`src/rtl/gpm_pkg.sv`:
```
package gpm_pkg;

    localparam int PIN_W     = 8;
    localparam int BUS_W     = 32;
    localparam int WADDR_W   = 10;
    localparam int SYNC_DEPTH = 2;

    typedef enum logic [1:0] {
        TGT_NONE = 2'd0,
        TGT_DATA = 2'd1,
        TGT_DIR  = 2'd2
    } target_e;

    typedef struct packed {
        target_e              tgt;
        logic [PIN_W-1:0]     mask;
    } access_t;

    function automatic logic [PIN_W-1:0] merge_bits(
        input logic [PIN_W-1:0] old_v,
        input logic [PIN_W-1:0] new_v,
        input logic [PIN_W-1:0] sel
    );
        return (old_v & ~sel) | (new_v & sel);
    endfunction

endpackage

```
`src/rtl/gpm_decode.sv`:
```
module gpm_decode
    import gpm_pkg::*;
#(
    parameter int AW = WADDR_W,
    parameter int PW = PIN_W
) (
    input  logic [AW-1:0] addr,
    output access_t       acc
);
    localparam int HI_W = AW - PW;
    localparam logic [HI_W-1:0] DIR_HI = HI_W'(1);

    logic [HI_W-1:0] hi;
    logic [PW-1:0]   lo;

    assign hi = addr[AW-1:PW];
    assign lo = addr[PW-1:0];

    always_comb begin
        acc.tgt  = TGT_NONE;
        acc.mask = '0;
        if (hi == '0) begin
            acc.tgt  = TGT_DATA;
            acc.mask = lo;
        end else if (hi == DIR_HI && lo == '0) begin
            acc.tgt  = TGT_DIR;
            acc.mask = '1;
        end
    end
endmodule

```
`src/rtl/gpm_sync.sv`:
```
module gpm_sync #(
    parameter int W      = 8,
    parameter int STAGES = 2
) (
    input  logic         clk,
    input  logic         rst,
    input  logic [W-1:0] async_in,
    output logic [W-1:0] sync_out
);
    logic [STAGES-1:0] chain [W];

    for (genvar b = 0; b < W; b++) begin : g_bit
        always_ff @(posedge clk) begin
            if (rst) chain[b] <= '0;
            else     chain[b] <= {chain[b][STAGES-2:0], async_in[b]};
        end
        assign sync_out[b] = chain[b][STAGES-1];
    end
endmodule

```
`src/rtl/gpm_regs.sv`:
```
module gpm_regs
    import gpm_pkg::*;
#(
    parameter int PW = PIN_W
) (
    input  logic          clk,
    input  logic          rst,
    input  logic          wr,
    input  access_t       acc,
    input  logic [PW-1:0] wbits,
    output logic [PW-1:0] data_q,
    output logic [PW-1:0] dir_q
);
    logic [PW-1:0] data_we;
    logic          dir_we;

    assign data_we = (wr && acc.tgt == TGT_DATA) ? (acc.mask & dir_q) : '0;
    assign dir_we  = wr && acc.tgt == TGT_DIR;

    always_ff @(posedge clk) begin
        if (rst) begin
            data_q <= '0;
            dir_q  <= '0;
        end else begin
            data_q <= merge_bits(data_q, wbits, data_we);
            if (dir_we) dir_q <= wbits;
        end
    end
endmodule

```
`src/rtl/gpm_rdata.sv`:
```
module gpm_rdata
    import gpm_pkg::*;
#(
    parameter int PW = PIN_W,
    parameter int DW = BUS_W
) (
    input  logic          clk,
    input  logic          rst,
    input  logic          rd,
    input  access_t       acc,
    input  logic [PW-1:0] data_q,
    input  logic [PW-1:0] dir_q,
    input  logic [PW-1:0] pins_s,
    output logic [DW-1:0] rdata
);
    logic [PW-1:0] live;
    logic [PW-1:0] sel_v;

    assign live = merge_bits(pins_s, data_q, dir_q);

    always_comb begin
        unique case (acc.tgt)
            TGT_DATA: sel_v = live & acc.mask;
            TGT_DIR:  sel_v = dir_q;
            default:  sel_v = '0;
        endcase
    end

    always_ff @(posedge clk) begin
        if (rst)     rdata <= '0;
        else if (rd) rdata <= DW'(sel_v);
        else         rdata <= '0;
    end
endmodule

```
`src/rtl/gpio_mask_port.sv`:
```
module gpio_mask_port
    import gpm_pkg::*;
#(
    parameter int AW = WADDR_W,
    parameter int PW = PIN_W,
    parameter int DW = BUS_W
) (
    input  logic          clk,
    input  logic          rst,
    input  logic [AW-1:0] bus_addr,
    input  logic          bus_wr,
    input  logic          bus_rd,
    input  logic [DW-1:0] bus_wdata,
    output logic [DW-1:0] bus_rdata,
    input  logic [PW-1:0] pin_in,
    output logic [PW-1:0] pin_out,
    output logic [PW-1:0] pin_oe
);
    access_t       acc;
    logic [PW-1:0] data_q;
    logic [PW-1:0] dir_q;
    logic [PW-1:0] pins_s;
    logic          unused_wdata_hi;

    assign unused_wdata_hi = ^bus_wdata[DW-1:PW];

    gpm_decode #(.AW(AW), .PW(PW)) u_decode (
        .addr (bus_addr),
        .acc  (acc)
    );

    gpm_regs #(.PW(PW)) u_regs (
        .clk    (clk),
        .rst    (rst),
        .wr     (bus_wr),
        .acc    (acc),
        .wbits  (bus_wdata[PW-1:0]),
        .data_q (data_q),
        .dir_q  (dir_q)
    );

    gpm_sync #(.W(PW), .STAGES(SYNC_DEPTH)) u_sync (
        .clk      (clk),
        .rst      (rst),
        .async_in (pin_in),
        .sync_out (pins_s)
    );

    gpm_rdata #(.PW(PW), .DW(DW)) u_rdata (
        .clk    (clk),
        .rst    (rst),
        .rd     (bus_rd),
        .acc    (acc),
        .data_q (data_q),
        .dir_q  (dir_q),
        .pins_s (pins_s),
        .rdata  (bus_rdata)
    );

    assign pin_out = data_q;
    assign pin_oe  = dir_q;
endmodule

```
`config.mk`:
```
export PLATFORM = sky130hd
export DESIGN_NAME = gpio_mask_port
export DESIGN_NICKNAME = d
export VERILOG_FILES = /design/src/rtl/gpm_pkg.sv /design/src/rtl/gpm_decode.sv /design/src/rtl/gpm_sync.sv /design/src/rtl/gpm_regs.sv /design/src/rtl/gpm_rdata.sv /design/src/rtl/gpio_mask_port.sv
export SDC_FILE = /design/constraint.sdc
export NUM_CORES = 1
export LEC_CHECK = 0
export ABC_AREA = 1
export BUFFER_PORTS_ARGS = -buffer_cell sky130_fd_sc_hd__buf_2
export CORE_ASPECT_RATIO = 1.2
export CORE_MARGIN = 4
export CORE_UTILIZATION = 40
export CTS_CLUSTER_SIZE = 8
export DETAILED_ROUTE_END_ITERATION = 10
export PLACE_DENSITY = 0.7
export REMOVE_ABC_BUFFERS = 1
export SYNTH_ARGS = -nofsm -noshare
export SYNTH_HDL_FRONTEND = slang
export SYNTH_SLANG_ARGS = --single-unit
```
`constraint.sdc`:
```
create_clock -name clk -period 1.8 [get_ports clk]
set_clock_uncertainty 0.2 [all_clocks]
set_input_delay 0 -clock clk [delete_from_list [all_inputs] [get_ports clk]]
set_output_delay 0 -clock clk [all_outputs]
set_load 0.01 [all_outputs]
```
==> impl_metrics.ini, run 1 <==
[floorplan]
dieHeight_um = 82.9
die-area_um2 = 5830
rows = 26
coreArea_um2 = 4390
dieWidth_um = 70.4
io_pins = 102
initial_utilization = 0.425

[global_route]
antenna_found_initial = 0
grt_max_degree = 18
met1_usage = 0.200
met2_usage = 0.319
grt_usage = 0.175
grt_pass1_wl_um = 8410
overflow = 0
grt_use_met3 = 0.0386
first_global_vias = 1889
grt_most_used_layer = met2

[layout]
fin_util = 0.615
syn_to_final_growth_pct = 44.7
final_common_cell = buf_2
drive_gt1_frac = 0.188
fillers = 409
final_cell_mix = 53 x buf_2, 52 x inv_1, 50 x dlygate4sd3_1, 45 x nand2_1, 43 x nor2_1
seq_area_um2 = 801
diodes = 0
nNetsFinal = 427
multiInputGateArea_um2 = 729

[place]
hpwlAfterDp_um = 3160
gp_congestion = 0.805
io_buffers = 53

[setup_path]
crit_required_ns = 1.82
rr_worst_depth = 5
cp_data_arrival_time_ns = 1.59
crit_path_end_kind = flop
path_max_fanout = 17
start_kind = primary input
setup.worst_path.class = primary input to flop

[timing]
hold_violations = 0
finalHoldWorstSlack_ns = 0.0345
setup_violations = 0
report.final.slew_viol_count = 0
fin_crit_sh = 0.872
max_freq_ghz = 0.637
fin_setup_tns_ns = 0
period_minus_slack_ns = 1.57
rsz0062_at_grt = false

[cts]
clk_pin_slew_ns = 0.07
h-tree-depth = 2
cts_buffers = 5
cts.sink_count = 40
holdBufCountCts = 50
cts_root_buffer = clkbuf_8
insertion_delay_ns = 0.28
postCtsSetupBuffers = 0
cts_tree = built
post_cts_resized = 0
cts_buffer_depth = 2

[run_status]
status = finished clean

[detailed_routing]
routedWlPerCell_um = 11.4
remaining_drc_errors = 0
ant_nets = 0
finalWirelength_um = 4890
dr.first_iter.drc_count = 101
num_vias = 1881
vias_per_cell = 4.38
first_pass_iters = 4

[logic_synthesis]
synthCells = 265
syn_area_um2 = 1870
yosysUniqueCellTypes = 18
syn_avg_cell_area_um2 = 7.05
yosysSeqAreaShare = 0.429
ys_warn_count = 0
synth-seq-cells = 40

[run]
drv_cap = 0

[power_and_ir_drop]
peakVddDrop_mv = 0.317
power.density_nw_per_um2 = 643
p_leak_nw = 1.40

[worst_hold_path]
hp-class = primary input to flop
hold-path-cell-count = 5
[layout make-up]
| class | instances | share of cell area |
|---|---|---|
| inverters | 54 | 0.0750 |
| well taps | 56 | 0.0259 |
| repair buffers | 108 | 0.297 |
| multi-input cells | 164 | 0.270 |
| clock buffers | 7 | 0.0356 |
| flip-flops and latches | 40 | 0.296 |
[cell usage after synthesis]
library cell	instances	share of area
inv_1	52	0.10
nand2_1	45	0.090
nor2_1	43	0.086
dfxtp_1	40	0.43
buf_4	24	0.096
nand3_1	24	0.064
a21oi_1	8	0.021
nand4_1	8	0.027
o21ai_0	8	0.021
buf_2	3	0.0080
buf_6	2	0.012
nor2_4	2	0.012
clkbuf_1	1	0.0020
clkinv_1	1	0.0020
conb_1	1	0.0020
inv_2	1	0.0020
nand3_4	1	0.0094
nor3b_4	1	0.010
[critical path, cell delays in order]
cell,delay (ns)
dlygate4sd3_1,0.54
buf_2,0.14
inv_1,0.05
nand2_1,0.08
nor2_4,0.37
nand3_4,0.19
nand2_1,0.10
inv_1,0.04
nor2_1,0.09
[final timing paths]
| check | start | endpoint | slack [ns] |
|---|---|---|---|
| worst max register to register | u_regs.dir_q[0] | flop | 0.25 |
| worst max-delay path | bus_addr[2] | u_regs.dir_q[0] | 0.23 |
| worst min-delay path | bus_addr[8] | u_rdata.rdata[1] | 0.03 |
| worst min register to register | u_sync.chain[0][2] | u_sync.chain[0][3] | 0.20 |
[metal layers]
metal / wire, µm / vias to the layer above / share of wire
met5: 0 / - / 0
met4: 55 / 0 / 0.011
met3: 338 / 6 / 0.069
met2: 2590 / 69 / 0.53
met1: 1910 / 841 / 0.39
li1: - / 965 / -
[stage by stage]
step,area [µm²],worst slack [ns],std cells,power (mW)
after floorplan,1730,0.729,258,0.996
after global placement,2110,0.506,372,1.07
after global routing,2700,0.0667,429,1.83
final,2700,0.231,429,1.74
after CTS,2700,0.215,429,1.76
after detailed placement,2110,0.482,372,1.07
[kinds of logic after synthesis]
logic type	after synthesis	synth area share
DFF	40	0.429
other	1	0.00201
AOI/OAI and AO/OA	16	0.0429
and+or+nand+nor	124	0.299
buffers and inverters	84	0.227
[where the power goes]
part	switching, mW	internal [mW]	total [mW]
sequential	0.00420	0.902	0.906
combinational	0.108	0.0960	0.204
clock	0.288	0.341	0.629
Note: power is estimated with default switching activity, not from simulation.
==> run 2, diff against run 1 <==
--- a/config.mk
+++ b/config.mk
@@ -12,7 +12,7 @@
 export CORE_UTILIZATION = 40
 export CTS_CLUSTER_SIZE = 8
 export DETAILED_ROUTE_END_ITERATION = 10
-export PLACE_DENSITY = 0.7
+export PLACE_DENSITY = 0.73
 export REMOVE_ABC_BUFFERS = 1
 export SYNTH_ARGS = -nofsm -noshare
 export SYNTH_HDL_FRONTEND = slang
==> constraint.sdc (replaced) <==
create_clock -name clk -period 1.4 [get_ports clk]
set_clock_uncertainty 0.2 [all_clocks]
set_input_delay 0 -clock clk [delete_from_list [all_inputs] [get_ports clk]]
set_output_delay 0 -clock clk [all_outputs]
set_load 0.01 [all_outputs]
==> run 2 against run 1 <==
The flow now finishes with violations (negative hold slack, negative setup slack). Die area stayed put. Final cell count is 1.4% lower. Via count fell by 2.6%. Critical path depth fell by 3. Routed wire length is 2.8% lower. Worst setup slack worse by 0.23 ns. Non-clock buffer count decreased by 6. Critical endpoint is now u_rdata.rdata[6]. Largest cell class is now flip-flops and latches. Largest power group unchanged. Highest routed layer unchanged.
==> impl_metrics.ini, run 2 (synthesis results as in run 1) <==
[detailed_routing]
top_layer = met4
ant_nets = 0
num_vias = 1833
route.met2.wl_um = 2340
dr.first_iter.drc_count = 115
wl_met1_um = 1920
route.met3.wl_um = 419
finalWirelength_um = 4750
routedWlPerCell_um = 11.2
first_pass_iters = 4
vias_per_cell = 4.33
remaining_drc_errors = 0

[cts]
cts_buffer_depth = 2
clk_pin_slew_ns = 0.07
insertion_delay_ns = 0.30
cts_root_buffer = clkbuf_8
h-tree-depth = 2
cts_tree = built
cts_buffers = 5
cts.sink_count = 40

[timing]
fin_ws_ns = -0.00305
fin_setup_tns_ns = -0.00305
setup_violations = 1
report.final.slew_viol_count = 0
finalHoldWorstSlack_ns = -0.00411
fin_crit_sh = 1.00
period_minus_slack_ns = 1.40
max_freq_ghz = 0.713
hold_violations = 2

[floorplan]
rows = 26
initial_utilization = 0.425
dieWidth_um = 70.4
die-area_um2 = 5830
io_pins = 102
dieHeight_um = 82.9
coreArea_um2 = 4390

[layout]
final_cell_mix = 52 x inv_1, 52 x buf_2, 43 x nor2_1, 43 x nand2_1, 40 x dfxtp_1
nNetsFinal = 421
diodes = 0
drive_gt1_frac = 0.213
fin_cells = 423
syn_to_final_growth_pct = 41.3

[power_and_ir_drop]
p_leak_nw = 1.39
seq_power_share = 0.514
clkPwrFrac = 0.365
peakVddDrop_mv = 0.621
p_int_mw = 1.73
swShare = 0.236
comb_power_share = 0.122
power.density_nw_per_um2 = 859
p_switching_uw = 535
power.total_mw = 2.27

[global_route]
grt_max_degree = 17
grt_usage = 0.161
grt_pass1_wl_um = 7560
antenna_found_initial = 0
first_global_vias = 1677
overflow = 0

[run_status]
status = finished, violations left
violations = negative hold slack, negative setup slack

[setup_path]
slowest_delay_ns = 0.57
cp_data_arrival_time_ns = 1.42
crit_required_ns = 1.42
cp_top_family = buffers and inverters
rr_worst_depth = 4
r2r-end = u_rdata.rdata[7]
cp_num_buf_inv = 3
ff2ff_setup_slack_ns = 0.25
crit_path_end_kind = flop
r2r-start = u_regs.dir_q[7]
path_max_fanout = 6
setup.worst_path.class = primary input to flop
start_kind = primary input
crit_chain = buf_2 -> dlygate4sd3_1 -> nor2_1 -> buf_4 -> nand3_1 -> a21oi_1
cpMaxStageDelayCell = dlygate4sd3_1

[place]
dp_cells = 377
gp_congestion = 0.793
hpwlAfterDp_um = 3170
dp_slack_ns = 0.212
io_buffers = 53

[run]
drv_cap = 0

[worst_hold_path]
holdPathEnd = u_regs.dir_q[5]
hold-path-cell-count = 7
min_from = bus_addr[5]
hp-class = primary input to flop
-- run 2: cell count changes in the layout (fill, tap and decap cells not counted), sizes merged --
cell,previous run,this run
buf,58,64
dlygate4sd3,50,38
-- run 2: how the worst max path moves through the flow --
stage | cells past startpoint | slack [ns] | endpoint | start
final | 6 | -0.003 | u_rdata.rdata[6] | bus_addr[9]
after global routing | 9 | -0.007 | u_regs.dir_q[0] | bus_addr[3]
after CTS | 8 | 0.01 | u_rdata.rdata[6] | bus_addr[7]
after detailed placement | 8 | 0.21 | u_regs.dir_q[2] | bus_addr[6]
after global placement | 7 | 0.23 | u_rdata.rdata[3] | bus_addr[6]
after floorplan | 4 | 0.33 | u_rdata.rdata[0] | u_regs.dir_q[0]
-- run 2: power groups by stage --
stage	combinational [mW]	sequential [mW]	clock, mW
floorplan	0.0899	1.19	0
global placement	0.187	1.19	0
detailed placement	0.189	1.19	0
CTS	0.248	1.16	0.840
global route	0.305	1.17	0.897
finish	0.276	1.16	0.827
-- run 2: repair_timing --
action                     CTS  global route
hold endpoints to repair    40            14
setup buffers                0             2
setup endpoints to repair    0            10
hold buffers                27            11
resized for setup            0             3
-- run 2: routing by layer --
| layer | track usage | vias up |
|---|---|---|
| li1 | - | 951 |
| met1 | 0.192 | 807 |
| met2 | 0.269 | 66 |
| met3 | 0.0519 | 9 |
| met4 | 0.0523 | 0 |
| met5 | 0 | - |
-- run 2: worst register-to-register path, cell delays in order (launching register included) --
cell,delay [ns]
dfxtp_1,0.39
inv_1,0.08
o21ai_0,0.14
nand3_1,0.09
a21oi_1,0.16
-- run 2: layout make-up --
cell class	instances	area (µm²)
inverter	54	203
fill	410	1750
tap	56	70.1
clock buffer	7	96.3
sequential	40	801
timing repair buffer	102	734
multi-input combinational	164	734
-- run 2: metrics by stage --
stage / instance area (µm²) / util
3_5_place_dp: 2140 / 0.488
4_1_cts: 2510 / 0.572
5_1_grt: 2640 / 0.601
3_3_place_gp: 2140 / 0.488
2_1_floorplan: 1730 / -
6_report: 2640 / 0.601
